File: config.mk
export PLATFORM = sky130hd
export DESIGN_NAME = thq_conv
export DESIGN_NICKNAME = d
export VERILOG_FILES = /design/src/rtl/thq_pkg.sv /design/src/rtl/thq_count.sv /design/src/rtl/thq_shreg.sv /design/src/rtl/thq_ctrl.sv /design/src/rtl/thq_conv.sv
export SDC_FILE = /design/constraint.sdc
export NUM_CORES = 1
export LEC_CHECK = 0
export BUFFER_PORTS_ARGS = -buffer_cell sky130_fd_sc_hd__clkbuf_2
export CAP_MARGIN = 20
export CORE_ASPECT_RATIO = 0.6
export CORE_MARGIN = 2
export CORE_UTILIZATION = 50
export CTS_CLUSTER_SIZE = 20
export DETAILED_ROUTE_END_ITERATION = 8
export PLACE_DENSITY = 0.77
export SETUP_SLACK_MARGIN = 0.1
export SYNTH_ARGS = -nofsm -noshare
export SYNTH_HDL_FRONTEND = slang
export SYNTH_SLANG_ARGS = --single-unit
File: constraint.sdc
create_clock -name clk -period 2 [get_ports clk]
set_clock_uncertainty 0.15 [all_clocks]
set_input_delay 0.4 -clock clk [delete_from_list [all_inputs] [get_ports clk]]
set_output_delay 0.4 -clock clk [all_outputs]
set_load 0.05 [all_outputs]
File: src/rtl/thq_pkg.sv
package thq_pkg;

    // control state shared by the sequencing logic
    typedef struct packed {
        logic busy;
        logic done;
    } thq_ctl_t;

    function automatic int unsigned thq_word_width(input int unsigned val_w);
        return (32'd1 << val_w) - 32'd1;
    endfunction

endpackage

File: src/rtl/thq_count.sv
module thq_count #(
    parameter int unsigned VAL_W = 5
) (
    input  logic             clk,
    input  logic             rst_n,
    input  logic             load_i,
    input  logic             step_i,
    input  logic [VAL_W-1:0] value_i,
    output logic             last_o
);

    typedef struct packed {
        logic [VAL_W-1:0] cnt;
    } cnt_st_t;

    localparam logic [VAL_W-1:0] ONE = VAL_W'(1);

    cnt_st_t st_d, st_q;

    always_comb begin
        st_d = st_q;
        if (load_i) begin
            st_d.cnt = value_i;
        end else if (step_i && (st_q.cnt != '0)) begin
            st_d.cnt = st_q.cnt - ONE;
        end
    end

    always_ff @(posedge clk) begin
        if (!rst_n) begin
            st_q <= '0;
        end else begin
            st_q <= st_d;
        end
    end

    assign last_o = (st_q.cnt == ONE);

endmodule

File: src/rtl/thq_shreg.sv
module thq_shreg #(
    parameter int unsigned WORD_W = 31
) (
    input  logic              clk,
    input  logic              rst_n,
    input  logic              clear_i,
    input  logic              step_i,
    output logic [WORD_W-1:0] word_o
);

    typedef struct packed {
        logic [WORD_W-1:0] word;
    } sh_st_t;

    sh_st_t st_d, st_q;
    logic [WORD_W-1:0] shifted;

    generate
        if (WORD_W == 1) begin : g_single
            assign shifted = 1'b1;
        end else begin : g_multi
            assign shifted = {st_q.word[WORD_W-2:0], 1'b1};
        end
    endgenerate

    always_comb begin
        st_d = st_q;
        if (clear_i) begin
            st_d.word = '0;
        end else if (step_i) begin
            st_d.word = shifted;
        end
    end

    always_ff @(posedge clk) begin
        if (!rst_n) begin
            st_q <= '0;
        end else begin
            st_q <= st_d;
        end
    end

    assign word_o = st_q.word;

endmodule

File: src/rtl/thq_ctrl.sv
module thq_ctrl
    import thq_pkg::*;
(
    input  logic clk,
    input  logic rst_n,
    input  logic start_i,
    input  logic zero_i,
    input  logic last_i,
    output logic load_o,
    output logic busy_o,
    output logic done_o
);

    thq_ctl_t ctl_d, ctl_q;
    logic     accept;

    // a start is taken only when no conversion is running
    assign accept = start_i && !ctl_q.busy;

    always_comb begin
        ctl_d      = ctl_q;
        ctl_d.done = 1'b0;
        if (accept) begin
            ctl_d.busy = !zero_i;
            ctl_d.done = zero_i;
        end else if (ctl_q.busy && last_i) begin
            ctl_d.busy = 1'b0;
            ctl_d.done = 1'b1;
        end
    end

    always_ff @(posedge clk) begin
        if (!rst_n) begin
            ctl_q <= '0;
        end else begin
            ctl_q <= ctl_d;
        end
    end

    assign load_o = accept;
    assign busy_o = ctl_q.busy;
    assign done_o = ctl_q.done;

endmodule

File: src/rtl/thq_conv.sv
module thq_conv #(
    parameter int unsigned VAL_W = 5
) (
    input  logic                                 clk,
    input  logic                                 rst_n,
    input  logic                                 start_i,
    input  logic [VAL_W-1:0]                     value_i,
    output logic                                 busy_o,
    output logic                                 done_o,
    output logic [thq_pkg::thq_word_width(VAL_W)-1:0] therm_o
);

    localparam int unsigned TW = thq_pkg::thq_word_width(VAL_W);

    logic load;
    logic last;
    logic busy;
    logic done;

    thq_ctrl u_ctrl (
        .clk     (clk),
        .rst_n   (rst_n),
        .start_i (start_i),
        .zero_i  (value_i == '0),
        .last_i  (last),
        .load_o  (load),
        .busy_o  (busy),
        .done_o  (done)
    );

    thq_count #(.VAL_W(VAL_W)) u_count (
        .clk     (clk),
        .rst_n   (rst_n),
        .load_i  (load),
        .step_i  (busy),
        .value_i (value_i),
        .last_o  (last)
    );

    thq_shreg #(.WORD_W(TW)) u_shreg (
        .clk     (clk),
        .rst_n   (rst_n),
        .clear_i (load),
        .step_i  (busy),
        .word_o  (therm_o)
    );

    assign busy_o = busy;
    assign done_o = done;

endmodule

# [Yosys cells after proc, flatten, opt, wreduce, memory -nomap -nowiden]
# Index checks and enable logic that the tools add are counted.
[classes] n_addsub=1 eq_ne=1 mux=4 n_bitwise=1 n_reduce_logical=10
[op_table] operator="5-bit two-way mux" count=2
[op_table] operator="5-bit by 1-bit == test with 1-bit output (second input constant)" count=1
[op_table] operator="5-bit zero test" count=1
[op_table] operator="5-bit nonzero test" count=1
[op_table] operator="5-bit by 1-bit subtractor with 5-bit output (second input constant)" count=1
[op_table] operator="2-bit two-way mux" count=2
[op_table] operator="2-bit nonzero test" count=2
[op_table] operator="1-bit logical AND" count=3
[op_table] operator="1-bit zero test" count=2
[op_table] operator="2-bit OR reduction" count=1
[op_table] operator="1-bit inverter" count=1
[totals] reg_bits=38 in_bits=8 output_inout_bits=33 word_cells=21

# [Depth between registers and ports, before layout]
# Gate-level depths: netlist of the first run.
[logic_depth] ltp_word=4 mapped_depth=5

# [Modules after synthesis]
# Synthesis of the first run repeated with hierarchy kept, for this count alone.
[unflattened] cells_unflattened=151 area_unflattened_um2=1546.5
[by_module_without_submodules] mod="thq_shreg" n_inst=1 cells_each=101 area_per_inst_um2=1133.6 seq_area_each_um2=620.6
[by_module_without_submodules] mod="thq_count" n_inst=1 cells_each=40 area_per_inst_um2=317.8 seq_area_each_um2=100.1
[by_module_without_submodules] mod="thq_ctrl" n_inst=1 cells_each=8 area_per_inst_um2=83.8 seq_area_each_um2=40.0
[by_module_without_submodules] mod="thq_conv" n_inst=1 cells_each=2 area_per_inst_um2=11.3 seq_area_each_um2=0.0

# [Worst setup path before layout of the first run]
# Ideal clock, no wire load.
[synth_timing] path_kind="register to register" start="reg u_ctrl.ctl_q, in the netlist u_ctrl.busy_o" end="reg u_shreg.st_q, in the netlist u_shreg.word_o[10]" setup_time_ns=0.128 arrival_time_ns=1.531 t_required_ns=1.722 setup_slack_ns=0.192 path_stages_with_launch=5 n_path_buf=2 path_cell_list="dfxtp_1 -> buf_2 -> buf_2 -> mux2i_1 -> nor2_1"
[synth_between] elab_chain_len=3
[synth_rtl] element="start: declaration" line_no="thq_ctrl.sv:14" source="thq_ctl_t ctl_d, ctl_q;"
[synth_rtl] element="start signal: assignment" line_no="thq_ctrl.sv:36" source="ctl_q <= ctl_d;"
[synth_rtl] element="1-bit zero test" line_no="thq_ctrl.sv:18" source="assign accept = start_i && !ctl_q.busy;"
[synth_rtl] element="1-bit logical AND" line_no="thq_ctrl.sv:18"
[synth_rtl] element="2-bit OR reduction (no line)"
[synth_rtl] element="end signal: assignment" line_no="thq_shreg.sv:39" source="st_q <= st_d;"
[synth_rtl] element="end: declaration" line_no="thq_shreg.sv:15" source="sh_st_t st_d, st_q;"
# Parallel ways exist; a longest one is shown, timed or not.
# A chain may end at the register's enable or synchronous reset.

# [Worst setup path after layout of the first run]
[layout_timing] start="reg u_count.st_q[0] in the netlist's numbering" end="reg u_count.st_q[1] in the netlist's numbering"
[layout_between] elab_chain_len=3 elab_cells_between_ends=6 classes_between="add/sub (1); mux (2); reduce/logical (3)"
[layout_rtl] element="start: declaration" line_no="thq_count.sv:18" source="cnt_st_t st_d, st_q;"
[layout_rtl] element="start signal: assignment" line_no="thq_count.sv:33" source="st_q <= st_d;"
[layout_rtl] element="5-bit by 1-bit subtractor with 5-bit output or 5-bit nonzero test (tied branches)" line_no="thq_count.sv:25, thq_count.sv:24"
[layout_rtl] element="5-bit two-way mux or 1-bit logical AND (tied branches)" line_no="thq_count.sv:24" source="end else if (step_i && (st_q.cnt != '0)) begin"
[layout_rtl] element="5-bit two-way mux or 2-bit nonzero test (tied branches)"
# Parallel ways exist; a longest one is shown, timed or not. The select of a mux whose other input is x is not followed.

==> impl_metrics.json, run 1 <==
{
  "yosysTopAreaCell": "dfxtp_1",
  "die_h_um": 46.5,
  "grt_pass1_wl_mm": 4.63,
  "ant_nets": 0,
  "cts_hold_buffers": 0,
  "initial_core_util_pct": 52.3,
  "die_w_um": 74.8,
  "crit_type": "reg -> reg",
  "reg2regPathDepth": 5,
  "min_path_cells": 3,
  "die_area_um2": 3470,
  "syn-cell-area_um2": 1500,
  "synth-seq-area-share_pct": 50.6,
  "drv_cap": 0,
  "path_cells": "inv_2, ha_4, or4b_4, a21boi_4, mux2_4",
  "io_buffers": 40,
  "nNetsFinal": 200,
  "pin_count": 41,
  "rows": 15,
  "synth.distinct_cells": 27,
  "drtIter0Drc": 41,
  "status": "complete, no violations",
  "synthArstFlopShare_pct": 0,
  "drcViolationCount": 0,
  "tightest_slew_ns": 0.458,
  "hpwl_mm": 2.20,
  "clkTransAtPathRegs_ns": 0.07,
  "tns_ns": 0,
  "clock_latency_ns": 0.28,
  "worstPathArrival_ns": 1.85,
  "rsz0062_at_grt": "no",
  "synth_top_area_share_pct": 50.6,
  "drive_gt1_share_pct": 31.4,
  "period_needed_ns": 1.83,
  "ys_seq_elements": 38,
  "avgSynthCellArea_um2": 10.2,
  "cts_tree": "yes",
  "crit_buf_inv": 1,
  "finalSetupViolations": 0,
  "avgRoutedWirePerCell_um": 12.8,
  "synth-main-ff-cell": "dfxtp_1",
  "cts_setup_buffers": 0,
  "cp-start-kind": "flip-flop",
  "hold_viol": 0,
  "antenna_found_initial": 0,
  "synth_fp_nets": 158,
  "finalMaxSlewViolations": 0,
  "core_um2": 2870,
  "synthCells": 148,
  "holdWs_ns": 0.226,
  "routed_wl_mm": 2.97,
  "cp_top_family": "simple AND/OR/NAND/NOR gates",
  "cp.required_ns": 2.02,
  "vdd_ir_drop_max_mv": 0.472,
  "syn_to_final_growth_pct": 25.0,
  "endpoint_kind": "flip-flop",
  "finalCritPeriodShare_pct": 91.7,
  "via_per_inst": 5.07,
  "cpPeakStageDelay_ns": 0.49,
  "cts_buffer_depth": 2,
  "max_freq_mhz": 545,
  "dpl.cell_count": 225,
  "clock_sinks": 38,
  "htree_levels": 2,
  "min_path_type": "in -> reg",
  "grt_overflow": 0,
  "ys.warnings.count": 0,
  "p_per_area_nw_per_um2": 883,
  "grt_pass1_vias": 1021,
  "antenna_cells": 0,
  "synth-edff-count": 0,
  "critPathMaxFanout": 6,
  "gp_congestion": 0.852,
  "cts_buffers": 5,
  "drtPass1Iterations": 4,
  "final_cell_count_no_fill": 233,
  "relSlewSlack_pct": 69.2,
  "globalRouteTotalUtil_pct": 18.5,
  "routed-via-count": 1182,
  "slowest_stage": "or4b_4",
  "grt_max_degree": 25,
  "cts-root-buf": "clkbuf_8",
  "cp.depth": 5,
  "synth.area.top_cells": "dfxtp_1 51%, mux2i_1 21%, nor2_1 8.5%",
  "cellLeakagePower_nw": 0.824
}
area by class of cell:
cell class	instances	area (um^2)
repair buffers	43	235
inverters	4	15.0
fillers	233	993
multi-input cells	98	706
clock buffers	7	76.3
flip-flops and latches	38	763
clock inverters	1	30.0
well taps	42	52.6
through the flow:
stage	setup slack, ns	instance area [um^2]	util, %	power, mW
detailed placement	0.0502	1760	61.1	1.05
global placement	0.171	1760	61.1	1.03
finish	0.166	1880	65.4	1.66
CTS	0.126	1880	65.3	1.67
floorplan	0.192	1500	-	0.991
global route	0.119	1880	65.4	1.74
path summary, 6_finish.rpt:
kind / slack, ns / to / from
setup reg to reg: 0.17 / u_count.st_q[1] / u_count.st_q[0]
hold reg to reg: 0.35 / u_shreg.word_o[0] / u_shreg.word_o[0]
setup / recovery: 0.17 / u_count.st_q[1] / u_count.st_q[0]
hold / removal: 0.23 / u_count.st_q[4] / value_i[4]
power by group:
part / switching [mW] / internal (mW) / total (mW)
Sequential: 0.0343 / 0.778 / 0.812
Clock: 0.240 / 0.373 / 0.613
Combinational: 0.124 / 0.109 / 0.233
worst register-to-register path, cell delays in order, from the launching register on:
cell      delay [ns]
dfxtp_2         0.36
inv_2           0.09
ha_4            0.14
or4b_4          0.49
a21boi_4        0.18
mux2_4          0.31
what timing repair did:
action | CTS | global route
resized for setup | 3 | 3
setup endpoints to repair | 1 | 2
pin swaps | 1 | 0
sequential cells by signal, summed over array words and instances (netlist names):
name / cells
u_shreg.word_o: 31
u_count.st_q: 5
u_ctrl.busy_o: 1
u_ctrl.done_o: 1
logic make-up (layout without fill, tap and decap cells):
family	count (synthesis)	count (layout)	share of synthesized area, %
adders and majority gates	2	2	1.67
AOI/OAI and AO/OA	15	15	7.49
xor gates and xnor gates	1	1	0.583
DFF	38	38	50.6
muxes	33	33	22.4
and+or+nand+nor	47	47	13.8
buffers and inverters	12	55	3.41
synth_stat cells, drive strengths merged (2+ instances only):
| library cell | instances |
|---|---|
| dfxtp | 38 |
| buf | 5 |
| mux2i | 31 |
| nor4 | 2 |
| inv | 4 |
| o21a | 2 |
| o22ai | 2 |
| o31ai | 2 |
| ha | 2 |
| nor2 | 34 |
| a211oi | 2 |
| o21ai | 3 |
| mux2 | 2 |
| clkbuf | 3 |
| nand2 | 5 |
layer usage:
layer	track usage, %	up-vias	share of wire, %
met4	7.86	0	0.64
li1	-	595	-
met2	30.8	30	47
met5	0	-	0
met1	21.7	555	47
met3	7.22	2	5.4
cells in the final DEF, fill, tap and decap left out, types with 2 or more instances in the layout:
cell and count:
clkbuf_2 40, dfxtp_1 36, nor2_1 34, mux2i_1 31
clkbuf_8 5, nand2_1 4, o21ai_0 3, inv_2 2
o31ai_1 2, o21a_1 2, nor4_1 2, o22ai_1 2
inv_1 2, a211oi_1 2, clkbuf_1 2, buf_4 2
dfxtp_2 2
No activity file was read; power rests on OpenSTA's default activity.
==> run 2, diff against run 1 <==
ABC_CLOCK_PERIOD_IN_PS = 2200   (was unset)
CORE_UTILIZATION = 54   (was 50)
PLACE_DENSITY = 0.88   (was 0.77)
clock period = 2.2 ns   (was 2 ns; I/O delays follow)
==> impl_metrics.json, run 2 (synthesized netlist as in run 1, its figures left out) <==
{
  "finalSetupViolations": 0,
  "dpl.cell_count": 214,
  "syn_to_final_growth_pct": 22.6,
  "vdd_ir_drop_max_mv": 0.459,
  "rsz0062_at_grt": "no",
  "reg2regPathDepth": 5,
  "cts_buffers": 5,
  "finalCritPeriodShare_pct": 87.8,
  "final_cell_count_no_fill": 222,
  "drtIter0Drc": 83,
  "final_cell_mix": "40 x clkbuf_2, 37 x dfxtp_1, 34 x nor2_1",
  "critPathMaxFanout": 6,
  "layout_commonest_cell": "clkbuf_2",
  "globalRouteTotalUtil_pct": 21.3,
  "grt_pass1_vias": 1157,
  "startpoint": "u_count.st_q[0]",
  "clkTransAtPathRegs_ns": 0.07,
  "drcViolationCount": 0,
  "core_um2": 2570,
  "clock_latency_ns": 0.28,
  "antenna_cells": 0,
  "cts-root-buf": "clkbuf_8",
  "clock_sinks": 38,
  "holdWs_ns": 0.264,
  "period_needed_ns": 1.93,
  "wl_met2_mm": 1.34,
  "drive_gt1_share_pct": 28.4,
  "placed_area_um2": 1740,
  "cts_hold_buffers": 0,
  "drv_cap": 0,
  "tightest_slew_ns": 0.480,
  "grt_overflow": 0,
  "avgRoutedWirePerCell_um": 13.5,
  "pin_count": 41,
  "cellLeakagePower_nw": 0.818,
  "htree_levels": 2,
  "min_path_cells": 3,
  "drtPass1Iterations": 4,
  "cts_setup_buffers": 0,
  "worstPathArrival_ns": 1.96,
  "nNetsFinal": 199,
  "worstHoldStart": "value_i[4]",
  "via_per_inst": 5.38,
  "max_freq_mhz": 518,
  "die_area_um2": 3230,
  "grt_max_degree": 34,
  "largest_reg_flops": 31,
  "routed.top_layer": "met4",
  "tns_ns": 0,
  "die_w_um": 72.1,
  "relSlewSlack_pct": 68.0,
  "fin_area_um2": 1840,
  "wl_met3_um": 193,
  "hpwl_mm": 2.16,
  "ctsResizeCount": 0,
  "die_h_um": 44.9,
  "grt_pass1_wl_mm": 5.12,
  "rr_startpoint": "u_count.st_q[0]",
  "endpoint_kind": "flip-flop",
  "min_path_type": "in -> reg",
  "hold_viol": 0,
  "finalMaxSlewViolations": 0,
  "cts_tree": "yes",
  "crit_type": "reg -> reg",
  "p_per_area_nw_per_um2": 815,
  "cp.required_ns": 2.23,
  "drt-met1-wl_mm": 1.42,
  "layout_setup_ws_ns": 0.269,
  "initial_core_util_pct": 58.4,
  "rows": 14,
  "cp-start-kind": "flip-flop",
  "routed_wl_mm": 3.01,
  "routed-via-count": 1194,
  "ant_nets": 0,
  "status": "complete, no violations",
  "io_buffers": 40,
  "cts_buffer_depth": 2,
  "place_ws_ns": 0.292,
  "antenna_found_initial": 0,
  "gp_congestion": 0.762
}
run 2: per-stage QoR:
step           power (mW)  utilization (%)
2_1_floorplan       0.901                -
3_3_place_gp        0.939             67.4
3_5_place_dp        0.949             67.4
4_1_cts              1.51             71.5
5_1_grt              1.57             71.5
6_report             1.50             71.5
run 2: power by group:
part / switching, mW / leakage (nW) / internal [mW]
logic: 0.108 / 0.458 / 0.0909
clock network: 0.228 / 0.0524 / 0.339
registers: 0.0297 / 0.308 / 0.707
run 2: worst paths after layout:
check,endpoint,slack (ns)
max,u_count.st_q[1],0.27
min,u_count.st_q[4],0.26
max reg2reg,u_count.st_q[1],0.27
min reg2reg,u_shreg.word_o[0],0.34
run 2: area by class of cell:
type | instances | area, um^2
well taps | 32 | 40.0
multi-input cells | 98 | 691
inverters | 4 | 15.0
clock inverters | 1 | 30.0
clock buffers | 7 | 76.3
flip-flops and latches | 38 | 762
fillers | 195 | 733
repair buffers | 42 | 228
run 2: worst max-delay path, cell delays in order, from the launching register on:
cell and delay [ns]:
dfxtp_1 0.37, inv_1 0.08, ha_1 0.18, or4b_4 0.51
a21boi_4 0.21, mux2_4 0.31
run 2: per-layer routing:
layer	GRT usage, %	up-vias
met5	0	-
met4	9.81	0
met3	7.37	7
met2	34.3	43
met1	26.2	550
li1	-	594
